File: config.mk
export PLATFORM = sky130hd
export DESIGN_NAME = fpm_mul_trunc
export DESIGN_NICKNAME = d
export VERILOG_FILES = /design/src/rtl/fpm_pkg.sv /design/src/rtl/fpm_sig_mult.sv /design/src/rtl/fpm_norm_trunc.sv /design/src/rtl/fpm_exp_adjust.sv /design/src/rtl/fpm_mul_trunc.sv
export SDC_FILE = /design/constraint.sdc
export NUM_CORES = 1
export LEC_CHECK = 0
export BUFFER_PORTS_ARGS = -buffer_cell sky130_fd_sc_hd__buf_2
export CAP_MARGIN = 20
export CELL_PAD_IN_SITES_DETAIL_PLACEMENT = 1
export CELL_PAD_IN_SITES_GLOBAL_PLACEMENT = 1
export CORE_MARGIN = 1
export CORE_UTILIZATION = 50
export DETAILED_ROUTE_END_ITERATION = 12
export GPL_ROUTABILITY_DRIVEN = 0
export MAX_ROUTING_LAYER = met4
export PLACE_DENSITY_LB_ADDON = 0.1
export REMOVE_ABC_BUFFERS = 1
export SLEW_MARGIN = 20
export SYNTH_ARGS = -nofsm -noshare
export SYNTH_HDL_FRONTEND = slang
export SYNTH_SLANG_ARGS = --single-unit
File: constraint.sdc
create_clock -name vclk -period 36.7
set_input_delay 7.34 -clock vclk [all_inputs]
set_output_delay 7.34 -clock vclk [all_outputs]
set_load 0.005 [all_outputs]
File: src/rtl/fpm_pkg.sv
package fpm_pkg;
   localparam int unsigned FPM_EXP_W  = 8;
   localparam int unsigned FPM_FRAC_W = 23;

   typedef enum logic {
      MULT_NATIVE   = 1'b0,
      MULT_SHIFTADD = 1'b1
   } fpm_mult_style_e;

   function automatic int unsigned fpm_bias(input int unsigned exp_w);
      return (1 << (exp_w - 1)) - 1;
   endfunction
endpackage

File: src/rtl/fpm_sig_mult.sv
module fpm_sig_mult
   import fpm_pkg::*;
#(
   parameter int unsigned     SIG_W = 24,
   parameter fpm_mult_style_e STYLE = MULT_NATIVE,
   localparam int unsigned    PROD_W = 2 * SIG_W
) (
   input  logic [SIG_W-1:0]  sig_a,
   input  logic [SIG_W-1:0]  sig_b,
   output logic [PROD_W-1:0] prod
);
   if (SIG_W < 2) begin : g_bad_width
      $error("fpm_sig_mult: SIG_W must be at least 2");
   end

   if (STYLE == MULT_SHIFTADD) begin : g_shiftadd
      logic [PROD_W-1:0] acc;
      always_comb begin
         acc = '0;
         for (int i = 0; i < SIG_W; i++) begin
            if (sig_a[i]) acc = acc + ({{SIG_W{1'b0}}, sig_b} << i);
         end
      end
      assign prod = acc;

      always_comb begin
         // explicit array must agree with the native product
         assert_array_matches_R3: assert (acc ==
            ({{SIG_W{1'b0}}, sig_a} * {{SIG_W{1'b0}}, sig_b}))
            else $error("R3: shift-add product mismatch");
      end
   end else begin : g_native
      assign prod = {{SIG_W{1'b0}}, sig_a} * {{SIG_W{1'b0}}, sig_b};
   end
endmodule

File: src/rtl/fpm_norm_trunc.sv
module fpm_norm_trunc #(
   parameter int unsigned  FRAC_W = 23,
   localparam int unsigned SIG_W  = FRAC_W + 1,
   localparam int unsigned PROD_W = 2 * SIG_W
) (
   input  logic [PROD_W-1:0] prod,
   output logic              top_set,
   output logic [FRAC_W-1:0] frac
);
   assign top_set = prod[PROD_W-1];
   assign frac    = top_set ? prod[PROD_W-2 -: FRAC_W]
                            : prod[PROD_W-3 -: FRAC_W];

   always_comb begin
      // product of two hidden-one significands lands in [2^46, 2^48)
      assert_leading_one_R4: assert (prod[PROD_W-1] | prod[PROD_W-2])
         else $error("R4: leading one below bit 46");
   end
endmodule

File: src/rtl/fpm_exp_adjust.sv
module fpm_exp_adjust #(
   parameter int unsigned  EXP_W = 8,
   localparam int unsigned SUM_W = EXP_W + 2,
   localparam int unsigned BIAS  = (1 << (EXP_W - 1)) - 1
) (
   input  logic [EXP_W-1:0] exp_a,
   input  logic [EXP_W-1:0] exp_b,
   input  logic             top_set,
   output logic [EXP_W-1:0] exp_out
);
   localparam logic [SUM_W-1:0] BIAS_EXT = SUM_W'(BIAS);

   logic [SUM_W-1:0] sum;
   always_comb begin
      sum = {2'b00, exp_a} + {2'b00, exp_b}
          + {{(SUM_W-1){1'b0}}, top_set} - BIAS_EXT;
   end
   assign exp_out = sum[EXP_W-1:0];
endmodule

File: src/rtl/fpm_mul_trunc.sv
module fpm_mul_trunc
   import fpm_pkg::*;
#(
   parameter int unsigned     EXP_W  = FPM_EXP_W,
   parameter int unsigned     FRAC_W = FPM_FRAC_W,
   parameter fpm_mult_style_e STYLE  = MULT_NATIVE,
   localparam int unsigned    SIG_W  = FRAC_W + 1,
   localparam int unsigned    PROD_W = 2 * SIG_W
) (
   input  logic              a_sign,
   input  logic [EXP_W-1:0]  a_exp,
   input  logic [FRAC_W-1:0] a_frac,
   input  logic              b_sign,
   input  logic [EXP_W-1:0]  b_exp,
   input  logic [FRAC_W-1:0] b_frac,
   output logic              p_sign,
   output logic [EXP_W-1:0]  p_exp,
   output logic [FRAC_W-1:0] p_frac
);
   if (EXP_W < 2 || FRAC_W < 1) begin : g_bad_fields
      $error("fpm_mul_trunc: EXP_W >= 2 and FRAC_W >= 1 required");
   end

   logic              any_zero;
   logic [PROD_W-1:0] prod;
   logic              top_set;
   logic [FRAC_W-1:0] n_frac;
   logic [EXP_W-1:0]  n_exp;

   assign any_zero = (a_exp == '0) || (b_exp == '0);

   fpm_sig_mult #(.SIG_W(SIG_W), .STYLE(STYLE)) u_mult (
      .sig_a (({1'b1, a_frac})),
      .sig_b (({1'b1, b_frac})),
      .prod  (prod)
   );

   fpm_norm_trunc #(.FRAC_W(FRAC_W)) u_norm (
      .prod    (prod),
      .top_set (top_set),
      .frac    (n_frac)
   );

   fpm_exp_adjust #(.EXP_W(EXP_W)) u_exp (
      .exp_a   (a_exp),
      .exp_b   (b_exp),
      .top_set (top_set),
      .exp_out (n_exp)
   );

   always_comb begin
      if (any_zero) begin
         p_sign = 1'b0;
         p_exp  = '0;
         p_frac = '0;
      end else begin
         p_sign = a_sign ^ b_sign;
         p_exp  = n_exp;
         p_frac = n_frac;
      end
   end

   always_comb begin
      // zero exponent on either side yields positive zero
      if (a_exp == '0 || b_exp == '0) begin
         assert_zero_force_R1: assert (!p_sign && p_exp == '0 && p_frac == '0)
            else $error("R1: zero operand gave nonzero result");
      end
      // nonzero sign follows the operand signs
      if (a_exp != '0 && b_exp != '0) begin
         assert_sign_xor_R2: assert (p_sign == (a_sign ^ b_sign))
            else $error("R2: sign mismatch");
      end
   end
endmodule

==> results.sh <==
export IMPL_cts_hold_buffers=0
export IMPL_flops_and_latches=0
export IMPL_synthTopCellsByCount="567 x inv_1, 482 x fa_1, 320 x nand2_1"
export IMPL_holdWs_ns=15.01
export IMPL_crit_fanout=25
export IMPL_critPathSlowestCell="fa_1"
export IMPL_drt_total_wl_mm=58.7
export IMPL_yosys_area_top_type="fa_1"
export IMPL_ys_warn_count=0
export IMPL_fmax_mhz=42.3
export IMPL_grt_pass1_vias=16857
export IMPL_required_ns=29.36
export IMPL_finalMaxSlewViolations=0
export IMPL_fin_ws_ns=13.06
export IMPL_drc=0
export IMPL_cpMostUsedCell="fa_1"
export IMPL_yosysMostFrequentCell="inv_1"
export IMPL_die_w_um=197
export IMPL_fin_tns_setup_ns=0
export IMPL_synthesis_area_mm2=0.0191
export IMPL_worstMarginPinSlew_ns=0.886
export IMPL_fp_coreArea_mm2=0.0377
export IMPL_syn_area_per_cell_um2=8.66
export IMPL_hold_class="in -> out"
export IMPL_synth_distinct_cells=59
export IMPL_critPathCapture="p_exp[6]"
export IMPL_drv_cap=0
export IMPL_grt_remaining_overflow=0
export IMPL_io_buffers=96
export IMPL_fin_crit_sh_pct=64.4
export IMPL_setup_violations=0
export IMPL_grtUsageTotal_pct=32.6
export IMPL_drtIter0Drc=663
export IMPL_slowest_delay_ns=0.52
export IMPL_die_area_mm2=0.0390
export IMPL_grt_setup_unrepaired="false"
export IMPL_cts_resized=0
export IMPL_regArea_um2=0
export IMPL_hold_viol=0
export IMPL_syn2layout_area_growth_pct=3.90
export IMPL_floorplan_rows=71
export IMPL_postSynthCellCount=2207
export IMPL_nClkBuffers=0
export IMPL_crit_path_start="b_frac[8]"
export IMPL_viasPerCell=5.47
export IMPL_drt_wirelength_per_cell_um=21.6
export IMPL_antenna_found_initial=1
export IMPL_place_ws_ns=13.04
export IMPL_nNetsFinal=2934
export IMPL_grt_pass1_wl_mm=93.4
export IMPL_endpoint_kind="primary output"
export IMPL_synth_area_top_cells="fa_1 51%, ha_1 12%, inv_1 11%, and2_1 7.1%, nand2_1 6.3%"
export IMPL_fp_dieH_um=197
export IMPL_initial_core_util_pct=50.7
export IMPL_arrival_ns=16.30
export IMPL_postRouteAntennaNets=0
export IMPL_slew_headroom_pct=40.9
export IMPL_synth_top_area_share_pct=50.5
export IMPL_grt_max_degree=32
export IMPL_post_cts_repair_setup_buffers=0
export IMPL_worstSetupStartpointType="input pin"
export IMPL_drive_gt1_share_pct=5.22
export IMPL_crit_type="in -> out"
export IMPL_num_io_pins=96
export IMPL_period_minus_slack_ns=23.64
export IMPL_synth_seq_area_share_pct=0
export IMPL_hpwl_mm=46.7
export IMPL_first_pass_iters=5
export IMPL_outcome="finished clean"
export IMPL_num_vias=14871
-- cell families after synthesis --
kind of cell             Yosys count  synth area share (%)
multiplexers                       1                0.0589
buffers and inverters            672                  13.3
AO/OA/AOI/OAI                    177                  6.05
XOR/XNOR                          32                  1.47
adder cells (fa/ha/maj)          664                  62.4
AND/OR/NAND/NOR                  661                  16.7
-- metal layers --
layer / routed length (um) / GRT usage [%] / share of wire (%)
met1: 22700 / 39.4 / 39
met2: 31600 / 59.4 / 54
met3: 2600 / 1.86 / 4.4
met4: 1860 / 8.18 / 3.2
met5: 0 / - / 0
-- metrics by stage --
step           utilization, %  area (um2)  std cells
6_report                 52.7       19800       2717
3_5_place_dp             52.7       19800       2715
2_1_floorplan               -       18700       2104
4_1_cts                  52.7       19800       2715
5_1_grt                  52.7       19800       2716
3_3_place_gp             52.7       19800       2715
-- final cells by class --
type	count	area, um2
antenna	2	5.00
inverter	569	2140
fill	4603	17800
multi-input combinational	1535	16600
timing repair buffer	100	510
tap	511	639
-- worst max-delay path: cells and delay by family --
kind	cells	cell delay, ns
buffers and inverters	10	1.59
adder cells (fa/ha/maj)	10	4.42
XOR/XNOR	1	0.15
AO/OA/AOI/OAI	9	1.87
AND/OR/NAND/NOR	7	0.90
-- cells in the final DEF (no fill, tap or decap), types with 3 or more instances in the layout --
| cell type | Yosys | routed |
|---|---|---|
| a211oi_1 | 7 | 7 |
| a21o_1 | 19 | 19 |
| a21oi_1 | 61 | 61 |
| and2_1 | 216 | 216 |
| and3_1 | 8 | 8 |
| and4_1 | 3 | 3 |
| buf_2 | 5 | 96 |
| buf_4 | 1 | 4 |
| fa_1 | 482 | 482 |
| ha_1 | 182 | 182 |
| inv_1 | 567 | 567 |
| nand2_1 | 320 | 319 |
| nand2b_1 | 3 | 3 |
| nand3_1 | 26 | 26 |
| nand4_1 | 12 | 12 |
| nor2_1 | 56 | 56 |
| nor3_1 | 3 | 3 |
| nor4_1 | 5 | 5 |
| o211ai_1 | 5 | 5 |
| o21a_1 | 3 | 3 |
| o21ai_0 | 20 | 20 |
| o21ai_1 | 18 | 18 |
| o21bai_1 | 13 | 13 |
| or3_1 | 4 | 4 |
| xnor2_1 | 21 | 21 |
| xor2_1 | 11 | 11 |
-- worst min path at each step --
stage	slack [ns]	endpoint	cells after the start	from
after floorplan	14.81	p_sign	2	a_sign
after global placement	14.99	p_sign	4	a_sign
after detailed placement	15.00	p_sign	4	a_sign
after CTS	15.00	p_sign	4	a_sign
after global routing	15.02	p_sign	4	a_sign
final	15.01	p_sign	4	a_sign
